<file path="src/rtl/sdram_init_seq.sv">
module sdram_init_seq #(
  parameter int PWRUP_CYC    = 10000,
  parameter int GAP_CYC      = 100,
  parameter int REF_SLOT     = 4,
  parameter int REF_GROUP    = 4,
  parameter int INIT_LOOPS   = 2,
  parameter int PERIOD_TICKS = 195,
  parameter int FAST_DIV     = 8,
  parameter int SLOW_DIV     = 16,
  parameter int DUMMY_COUNT  = 10,
  parameter int DUMMY_CYC    = 4,
  parameter int SIZE_W       = 16,
  parameter int SMALL_MB     = 32,
  parameter int ADDR_W       = 13,
  parameter int MODE_VAL     = 'h22
) (
  input  logic              clk,
  input  logic              rst_n,
  input  logic [SIZE_W-1:0] mem_size_mb,
  output logic [1:0]        cmd,
  output logic [ADDR_W-1:0] mode_addr,
  output logic              dummy_busy,
  output logic              ready,
  output logic              refresh_slow
);

  localparam int INIT_REFS = INIT_LOOPS * REF_GROUP;
  localparam int CNT_MAX   = (PWRUP_CYC > GAP_CYC) ?
                             ((PWRUP_CYC > DUMMY_CYC) ? PWRUP_CYC : DUMMY_CYC) :
                             ((GAP_CYC > DUMMY_CYC) ? GAP_CYC : DUMMY_CYC);
  localparam int CNT_W     = $clog2(CNT_MAX + 1);
  localparam int SL_W      = $clog2(REF_SLOT);
  localparam int NR_W      = $clog2((INIT_REFS > REF_GROUP) ? INIT_REFS : REF_GROUP);
  localparam int DC_W      = $clog2(DUMMY_COUNT + 1);
  localparam int PRE_W     = $clog2((SLOW_DIV > FAST_DIV) ? SLOW_DIV : FAST_DIV);
  localparam int PER_W     = $clog2(PERIOD_TICKS);
  localparam logic [ADDR_W-1:0] MODE_ADDR = ADDR_W'(MODE_VAL) << 2;

  localparam logic [1:0] C_NOP = 2'b00;
  localparam logic [1:0] C_PRE = 2'b01;
  localparam logic [1:0] C_REF = 2'b10;
  localparam logic [1:0] C_MRS = 2'b11;

  typedef enum logic [3:0] {
    S_PWR, S_PRE, S_MRS_A, S_GAP_A, S_IREF, S_GAP_B,
    S_MRS_B, S_GAP_C, S_DUM, S_IDLE, S_RREF
  } st_t;

  st_t              st;
  logic [CNT_W-1:0] cnt;
  logic [SL_W-1:0]  slot;
  logic [NR_W-1:0]  nref;
  logic [DC_W-1:0]  dcnt;
  logic             ref_en;
  logic             pend;
  logic [PRE_W-1:0] pre_cnt;
  logic [PER_W-1:0] per_cnt;

  logic             gap_done, slot_last, acc_end, last_acc;
  logic             tick, expire, take;
  logic [PRE_W-1:0] div_m1;

  assign gap_done     = cnt == CNT_W'(GAP_CYC - 1);
  assign slot_last    = slot == SL_W'(REF_SLOT - 1);
  assign acc_end      = cnt == CNT_W'(DUMMY_CYC - 1);
  assign last_acc     = dcnt == DC_W'(DUMMY_COUNT - 1);
  assign refresh_slow = mem_size_mb <= SIZE_W'(SMALL_MB);
  assign div_m1       = refresh_slow ? PRE_W'(SLOW_DIV - 1) : PRE_W'(FAST_DIV - 1);
  assign tick         = ref_en && (pre_cnt >= div_m1);
  assign expire       = tick && (per_cnt == PER_W'(PERIOD_TICKS - 1));
  assign take         = pend && ((st == S_IDLE) || (st == S_DUM && acc_end));
  assign dummy_busy   = st == S_DUM;
  assign mode_addr    = (st == S_MRS_A || st == S_MRS_B) ? MODE_ADDR : '0;

  always_comb begin
    case (st)
      S_PRE:           cmd = C_PRE;
      S_MRS_A, S_MRS_B: cmd = C_MRS;
      S_IREF, S_RREF:  cmd = (slot == '0) ? C_REF : C_NOP;
      default:         cmd = C_NOP;
    endcase
  end

  always_ff @(posedge clk or negedge rst_n) begin
    if (!rst_n) begin
      st    <= S_PWR;
      cnt   <= '0;
      slot  <= '0;
      nref  <= '0;
      dcnt  <= '0;
      ready <= 1'b0;
      ref_en <= 1'b0;
    end else begin
      case (st)
        S_PWR:
          if (cnt == CNT_W'(PWRUP_CYC - 1)) begin
            st  <= S_PRE;
            cnt <= '0;
          end else cnt <= cnt + 1'b1;
        S_PRE: st <= S_MRS_A;
        S_MRS_A: begin
          st  <= S_GAP_A;
          cnt <= '0;
        end
        S_GAP_A:
          if (gap_done) begin
            st   <= S_IREF;
            slot <= '0;
            nref <= '0;
          end else cnt <= cnt + 1'b1;
        S_IREF:
          if (slot_last) begin
            slot <= '0;
            if (nref == NR_W'(INIT_REFS - 1)) begin
              st  <= S_GAP_B;
              cnt <= '0;
            end else nref <= nref + 1'b1;
          end else slot <= slot + 1'b1;
        S_GAP_B:
          if (gap_done) st <= S_MRS_B;
          else cnt <= cnt + 1'b1;
        S_MRS_B: begin
          st  <= S_GAP_C;
          cnt <= '0;
        end
        S_GAP_C:
          if (gap_done) begin
            st     <= S_DUM;
            cnt    <= '0;
            dcnt   <= '0;
            ref_en <= 1'b1;
          end else cnt <= cnt + 1'b1;
        S_DUM:
          if (acc_end) begin
            cnt  <= '0;
            dcnt <= dcnt + 1'b1;
            if (last_acc) ready <= 1'b1;
            if (pend) begin
              st   <= S_RREF;
              slot <= '0;
              nref <= '0;
            end else if (last_acc) st <= S_IDLE;
          end else cnt <= cnt + 1'b1;
        S_IDLE:
          if (pend) begin
            st   <= S_RREF;
            slot <= '0;
            nref <= '0;
          end
        S_RREF:
          if (slot_last) begin
            slot <= '0;
            if (nref == NR_W'(REF_GROUP - 1)) begin
              cnt <= '0;
              st  <= (dcnt != DC_W'(DUMMY_COUNT)) ? S_DUM : S_IDLE;
            end else nref <= nref + 1'b1;
          end else slot <= slot + 1'b1;
        default: st <= S_PWR;
      endcase
    end
  end

  always_ff @(posedge clk or negedge rst_n) begin
    if (!rst_n) begin
      pre_cnt <= '0;
      per_cnt <= '0;
      pend    <= 1'b0;
    end else begin
      if (tick) begin
        pre_cnt <= '0;
        per_cnt <= expire ? '0 : per_cnt + 1'b1;
      end else if (ref_en) pre_cnt <= pre_cnt + 1'b1;
      if (expire) pend <= 1'b1;
      else if (take) pend <= 1'b0;
    end
  end

  logic [CNT_W-1:0] up_cnt;
  always_ff @(posedge clk or negedge rst_n) begin
    if (!rst_n) up_cnt <= '0;
    else if (up_cnt != CNT_W'(PWRUP_CYC)) up_cnt <= up_cnt + 1'b1;
  end

  assert_pwrup_quiet_R1: assert property (@(posedge clk) disable iff (!rst_n)
    (up_cnt < CNT_W'(PWRUP_CYC)) |-> cmd == C_NOP);

  assert_pre_then_mrs_R2: assert property (@(posedge clk) disable iff (!rst_n)
    cmd == C_PRE |=> cmd == C_MRS);

  assert_mrs_addr_R3: assert property (@(posedge clk) disable iff (!rst_n)
    cmd == C_MRS |-> mode_addr == MODE_ADDR);

  assert_dummy_quiet_R4: assert property (@(posedge clk) disable iff (!rst_n)
    dummy_busy |-> cmd == C_NOP);

  assert_ready_sticky_R5: assert property (@(posedge clk) disable iff (!rst_n)
    ready |=> ready);

  assert_ready_entry_R5: assert property (@(posedge clk) disable iff (!rst_n)
    $rose(ready) |-> $past(dummy_busy));

  assert_pend_enabled_R6: assert property (@(posedge clk) disable iff (!rst_n)
    pend |-> ref_en);

  assert_holdoff_R8: assert property (@(posedge clk) disable iff (!rst_n)
    (dummy_busy && pend && acc_end) |=> cmd == C_REF);

endmodule

</file>
<file path="config.mk">
export PLATFORM = sky130hd
export DESIGN_NAME = sdram_init_seq
export DESIGN_NICKNAME = d
export VERILOG_FILES = /design/src/rtl/sdram_init_seq.sv
export SDC_FILE = /design/constraint.sdc
export NUM_CORES = 1
export LEC_CHECK = 0
export ABC_AREA = 1
export ABC_CLOCK_PERIOD_IN_PS = 1900
export BUFFER_PORTS_ARGS = -buffer_cell sky130_fd_sc_hd__buf_2
export CORE_UTILIZATION = 59
export CTS_CLUSTER_DIAMETER = 100
export DETAILED_ROUTE_END_ITERATION = 12
export PLACE_DENSITY = 0.82
export SYNTH_ARGS = -nofsm -noshare
export SYNTH_HDL_FRONTEND = slang
export SYNTH_SLANG_ARGS = --single-unit
</file>
<file path="constraint.sdc">
create_clock -name clk -period 1.9 [get_ports clk]
set_input_delay 0.19 -clock clk [delete_from_list [all_inputs] [get_ports clk]]
set_output_delay 0.19 -clock clk [all_outputs]
set_load 0.05 [all_outputs]
</file>
==> flow_summary.ini, run 1 <==
[synth]
synth_cell_types = 40
synth_area_leaders = dfrtp_1 (33%), nand2_1 (16%), nand3_1 (6.2%)
syn_inst = 462
synth_compound_area_frac = 0.08457
synth.top_cells.by_count = nand2_1 (140), inv_1 (53), nor2_1 (45)
ys_seq_elements = 42
synth_area_sq_mm = 0.003211
postSynth.asyncResetShare = 1.000
synth-edff-count = 0
synth_top_family_by_area = simple AND/OR/NAND/NOR gates
synthAdderAreaFrac = 0.05066
ys.flop_type = dfrtp_1
synth-simple-area-share = 0.4049
synth_top_area_frac = 0.3274
seq_area_frac_synth = 0.3274
yosysTopAreaCell = dfrtp_1
synthXorXnorAreaFrac = 0.01910
synthMostInstantiatedCell = nand2_1
yosysWarnings = 0
synth_area_per_cell_sq_um = 6.949
synth_mux_area_frac = 0

[clock_tree]
clk_latency_ps = 300
cts_root_buffer = clkbuf_8
clock_tree.buffer_depth = 2
cts-htree-levels = 2
clk_pin_slew_ps = 80
clock-sinks = 42
cts_tree = yes
cts_buffers = 5

[timing]
min_period_ps = 1800
finalClockSkew_ps = 5.241
setup_viol = 0
timing.final.ws_setup_ps = 100.4
tightestPinTransition_ps = 643.6
final.setup.tns_ps = 0
hold_viol_final = 0
drv_slew = 0
max_freq_mhz = 555.7
relSlewSlack = 0.5709
finalCritPeriodShare = 0.9472

[grt]
grt-ovfl-total = 0
grtUsageTotal = 0.2652
grt_pass1_vias = 2707
antenna_found_initial = 0
grt_max_degree = 30
grt_pass1_wl_um = 11570

[cells_and_area]
nets = 529
n_antenna_cell = 0
drive_gt1_frac = 0.1844
syn2layout_area_growth_pct = 11.77

[power_and_ir_drop]
power.density_mw_per_mm2 = 436.7
peakVddDrop_v = 0.0002902
power_mw = 1.567
p_leak_nw = 1.854

[worst_setup_path]
endpoint = cmd[1]
criticalPathCategory = register to output port
worstPathMaxFanout = 8
timing.critical_path.from = st[0]
reg2reg_to = cnt[1]
reg2reg_depth = 12
cp.required_ps = 1710
worstPathArrival_ps = 1610
cp-start-kind = register
critPathCaptureType = output port
rrSetupSlack_ps = 140
worst_r2r_startpoint = st[0]

[routing]
vias = 3029
drtPass1Iterations = 6
via_per_inst = 5.323
drt_iter0_markers = 150
drc = 0
totalWireLength_um = 6920
wl_per_cell_um = 12.16
ant_nets = 0

[flow_run]
cap_violations = 0

[placement]
gp_congestion = 0.9445
detailed_place_hpwl_um = 5256
numPortBuffers = 24
pre_cts_ws_ps = -78.66

[floorplanning]
row_count = 26
io_pins = 36
die_w_um = 75.77
core_sq_mm = 0.005172
dieArea_sq_mm = 0.005740
start_util = 0.6207
die_y_um = 75.77

[hold_path]
hold_start = mem_size_mb[5]
hp-class = input port to register

[status]
status = completed
## worst min path at each step
stage	endpoint	slack (ps)	cells past startpoint
2_1_floorplan	cnt[0]	-110	0
3_3_place_gp	pre_cnt[2]	250	1
3_5_place_dp	cnt[11]	250	1
4_1_cts	pre_cnt[2]	450	7
5_1_grt	ready	480	1
6_report	pre_cnt[2]	450	7
## layer usage
layer	GRT usage	routed length, um	up-vias	part of all wire
li1	-	-	1535	-
met5	0	0	-	0
met2	0.4592	3390	86	0.49
met1	0.3450	3106	1400	0.45
met3	0.03968	346	8	0.050
met4	0.07202	76	0	0.011
## kinds of logic after synthesis
kind of cell,count (synthesis)
AND/OR/NAND/NOR,277
flip-flops,42
buffers and inverters,76
adder cells (fa/ha/maj),13
AO/OA/AOI/OAI,46
other,1
XOR/XNOR,7
## sequential cells by signal, summed over array words and instances (netlist names)
name	count
cnt	14
dcnt	4
nref	3
pend	1
per_cnt	8
pre_cnt	4
ready	1
ref_en	1
slot	2
st	4
## per-stage QoR
stage / util / std cells / hold WS (ps) / instance area, sq um
final: 0.6938 / 569 / 450.9 / 3588
after global routing: 0.6938 / 569 / 478.0 / 3588
after CTS: 0.6838 / 567 / 450.8 / 3537
after detailed placement: 0.6640 / 558 / 254.1 / 3435
after global placement: 0.6640 / 558 / 246.9 / 3435
after floorplan: - / 472 / -105.6 / 3293
## cells in the final DEF, fill, tap and decap left out, drive strengths merged, types with 6 or more instances in the layout
cell   instances
buf           36
nor3           7
nand3         43
nor2          54
a21oi          6
ha            13
dfrtp         42
o21ai         26
nand4         14
inv           56
xor2           6
nand2        155
conb          11
## repair_timing
action,CTS,global route
gates resized for setup,1,8
pin swaps,0,1
buffers inserted,0,2
hold buffers,1,0
endpoints found under the setup margin,1,9
hold endpoints to repair,27,0
## power by group
part           switching, mW  total, mW  internal, mW
registers                  0      0.893         0.893
clock network          0.323      0.581         0.258
logic                 0.0748     0.0937        0.0189
## critical path: stages (launching register included)
cell,delay [ps]
dfrtp_2,490
nor2_2,210
nand2_2,130
nand2_4,130
nand2_1,60
nand2_1,50
buf_2,250
## layout make-up
class                   instances  area (sq um)
multi-input cells             354          1899
fillers                       459          1584
flip-flops and latches         42          1055
repair buffers                 37         235.2
inverters                      58         221.5
well taps                      70         87.58
clock buffers                   5         68.82
clock inverters                 3         21.27
Note: power is estimated with default switching activity, not from simulation.
==> inputs of run 2 (changes only) <==
Settings changed: CORE_UTILIZATION 59 to 33, PLACE_DENSITY 0.82 to 0.52.
==> run 2 against run 1 <==
Compared with the run above:
- maximum frequency barely moved
- clock power rose by 25%
- sequential power barely moved
- first-iteration DRC count fell by 4.7%
- largest power group unchanged
==> flow_summary.ini, run 2 (synthesis results as in run 1) <==
[status]
status = completed

[floorplanning]
start_util = 0.3442
die_y_um = 100.6
row_count = 35
dieArea_sq_mm = 0.01013
core_sq_mm = 0.009328
die_w_um = 100.6
io_pins = 36

[power_and_ir_drop]
power.density_mw_per_mm2 = 462.6
comb_power_share = 0.055
sw_frac_of_total = 0.2387
seqPwrFrac = 0.521
p_clk_frac = 0.424
p_leak_nw = 1.883
peakVddDrop_v = 0.0002628
netSwitchingPower_mw = 0.4089
internal_power_mw = 1.304

[routing]
vias = 2917
via_per_inst = 4.616
drtPass1Iterations = 4
wl_per_cell_um = 11.47
totalWireLength_um = 7247
drc = 0
drt_iter0_markers = 143
ant_nets = 0

[placement]
pre_cts_ws_ps = -70.50
numPortBuffers = 24
gp_congestion = 0.8118
detailed_place_hpwl_um = 5653

[clock_tree]
clk_latency_ps = 300
clock_tree.buffer_depth = 2
clock-sinks = 42
cts_tree = yes
clk_pin_slew_ps = 80
cts-htree-levels = 2
cts_buffers = 5
cts_root_buffer = clkbuf_8

[cells_and_area]
largest-register = cnt
n_antenna_cell = 0
final_common_cell = nand2_1
layout_common_cells = nand2_1 (139), inv_1 (53), nor2_1 (42), nand3_1 (40), dfrtp_1 (40)
fillers = 989
drive_gt1_frac = 0.1849
largest_reg_flops = 14
syn2layout_area_growth_pct = 15.35
nets = 533
top_regs = cnt x14, per_cnt x8

[timing]
drv_slew = 0
finalClockSkew_ps = 5.854
hold-worst-slack_ps = 309.8
hold_viol_final = 0
timing.final.ws_setup_ps = 100.3
min_period_ps = 1800
rsz0062_at_grt = no
finalCritPeriodShare = 0.9472
setup_viol = 0
max_freq_mhz = 555.6

[worst_setup_path]
cp_slowest_cell = dfrtp_1
worstPathArrival_ps = 1610
critPathCaptureType = output port
slowest_delay_ps = 470
cpMostUsedCell = nor2_4
cp-start-kind = register
cp.required_ps = 1710
worstPathMaxFanout = 10
criticalPathCategory = register to output port
crit_chain = nor2_4, inv_2, nor2_4, buf_4

[hold_path]
hp-class = input port to asynchronous set/reset pin

[grt]
grt_pass1_vias = 2820
grtUsageTotal = 0.1602
grt_max_degree = 17
grt_pass1_wl_um = 12990
grt-ovfl-total = 0
antenna_found_initial = 0

[flow_run]
cap_violations = 0
-- run 2: worst paths after layout --
path | start | end | slack [ps] | cells past startpoint
worst min register to register | ready | ready | 460 | 1
min in group clk | mem_size_mb[5] | pre_cnt[2] | 440 | 7
worst max-delay path | st[1] | dummy_busy | 100 | 4
worst max register to register | st[0] | cnt[1] | 180 | 12
worst min-delay path | rst_n | pre_cnt[3] | 310 | 2
max in group asynchronous | rst_n | st[2] | 1040 | 3
-- run 2: metal layers --
metal	GRT usage	vias up	routed length, um
li1	-	1540	-
met1	0.2182	1327	3745
met2	0.2592	44	3234
met3	0.03051	6	188
met4	0.04348	0	78
met5	0	-	0
-- run 2: layout make-up --
cell class                 instances  area (sq um)  share of cell area
inverter                          58         221.5             0.05980
tap                              129         161.4             0.04358
sequential                        42          1054              0.2845
timing repair buffer              41         267.8             0.07230
clock inverter                     2         37.54             0.01014
clock buffer                       6         72.57             0.01959
multi-input combinational        354          1889              0.5101
-- run 2: power by group through the flow --
stage          Combinational (mW)  Clock, mW  Sequential, mW
4_1_cts                    0.0967      0.755           0.893
3_5_place_dp               0.0951          0           0.911
6_report                   0.0941      0.726           0.893
3_3_place_gp               0.0939          0           0.911
5_1_grt                     0.105      0.794           0.893
2_1_floorplan              0.0696          0           0.911
-- run 2: worst max-delay path, delay by kind of cell (launching register included) --
| family | cells | cell delay (ps) |
|---|---|---|
| flops | 1 | 470 |
| simple gates | 2 | 500 |
| buf+inv | 2 | 340 |
-- run 2: repair_timing --
action                     in CTS  in global routing
hold buffers                    1                  0
pin swaps                       0                  1
resized for setup               2                  5
setup endpoints to repair       2                  9
hold endpoints to repair       11                  0
setup buffers                   0                  2
-- run 2: metrics by stage --
step                      TNS [ps]  instance area, sq um  utilization  power (mW)  cells
after floorplan              -1199                  3293            -      0.9807    472
after global placement      -64.12                  3538       0.3793       1.005    621
after detailed placement    -177.2                  3538       0.3793       1.006    621
after CTS                        0                  3664       0.3928       1.744    630
after global routing             0                  3704       0.3970       1.792    632
final                            0                  3704       0.3970       1.713    632
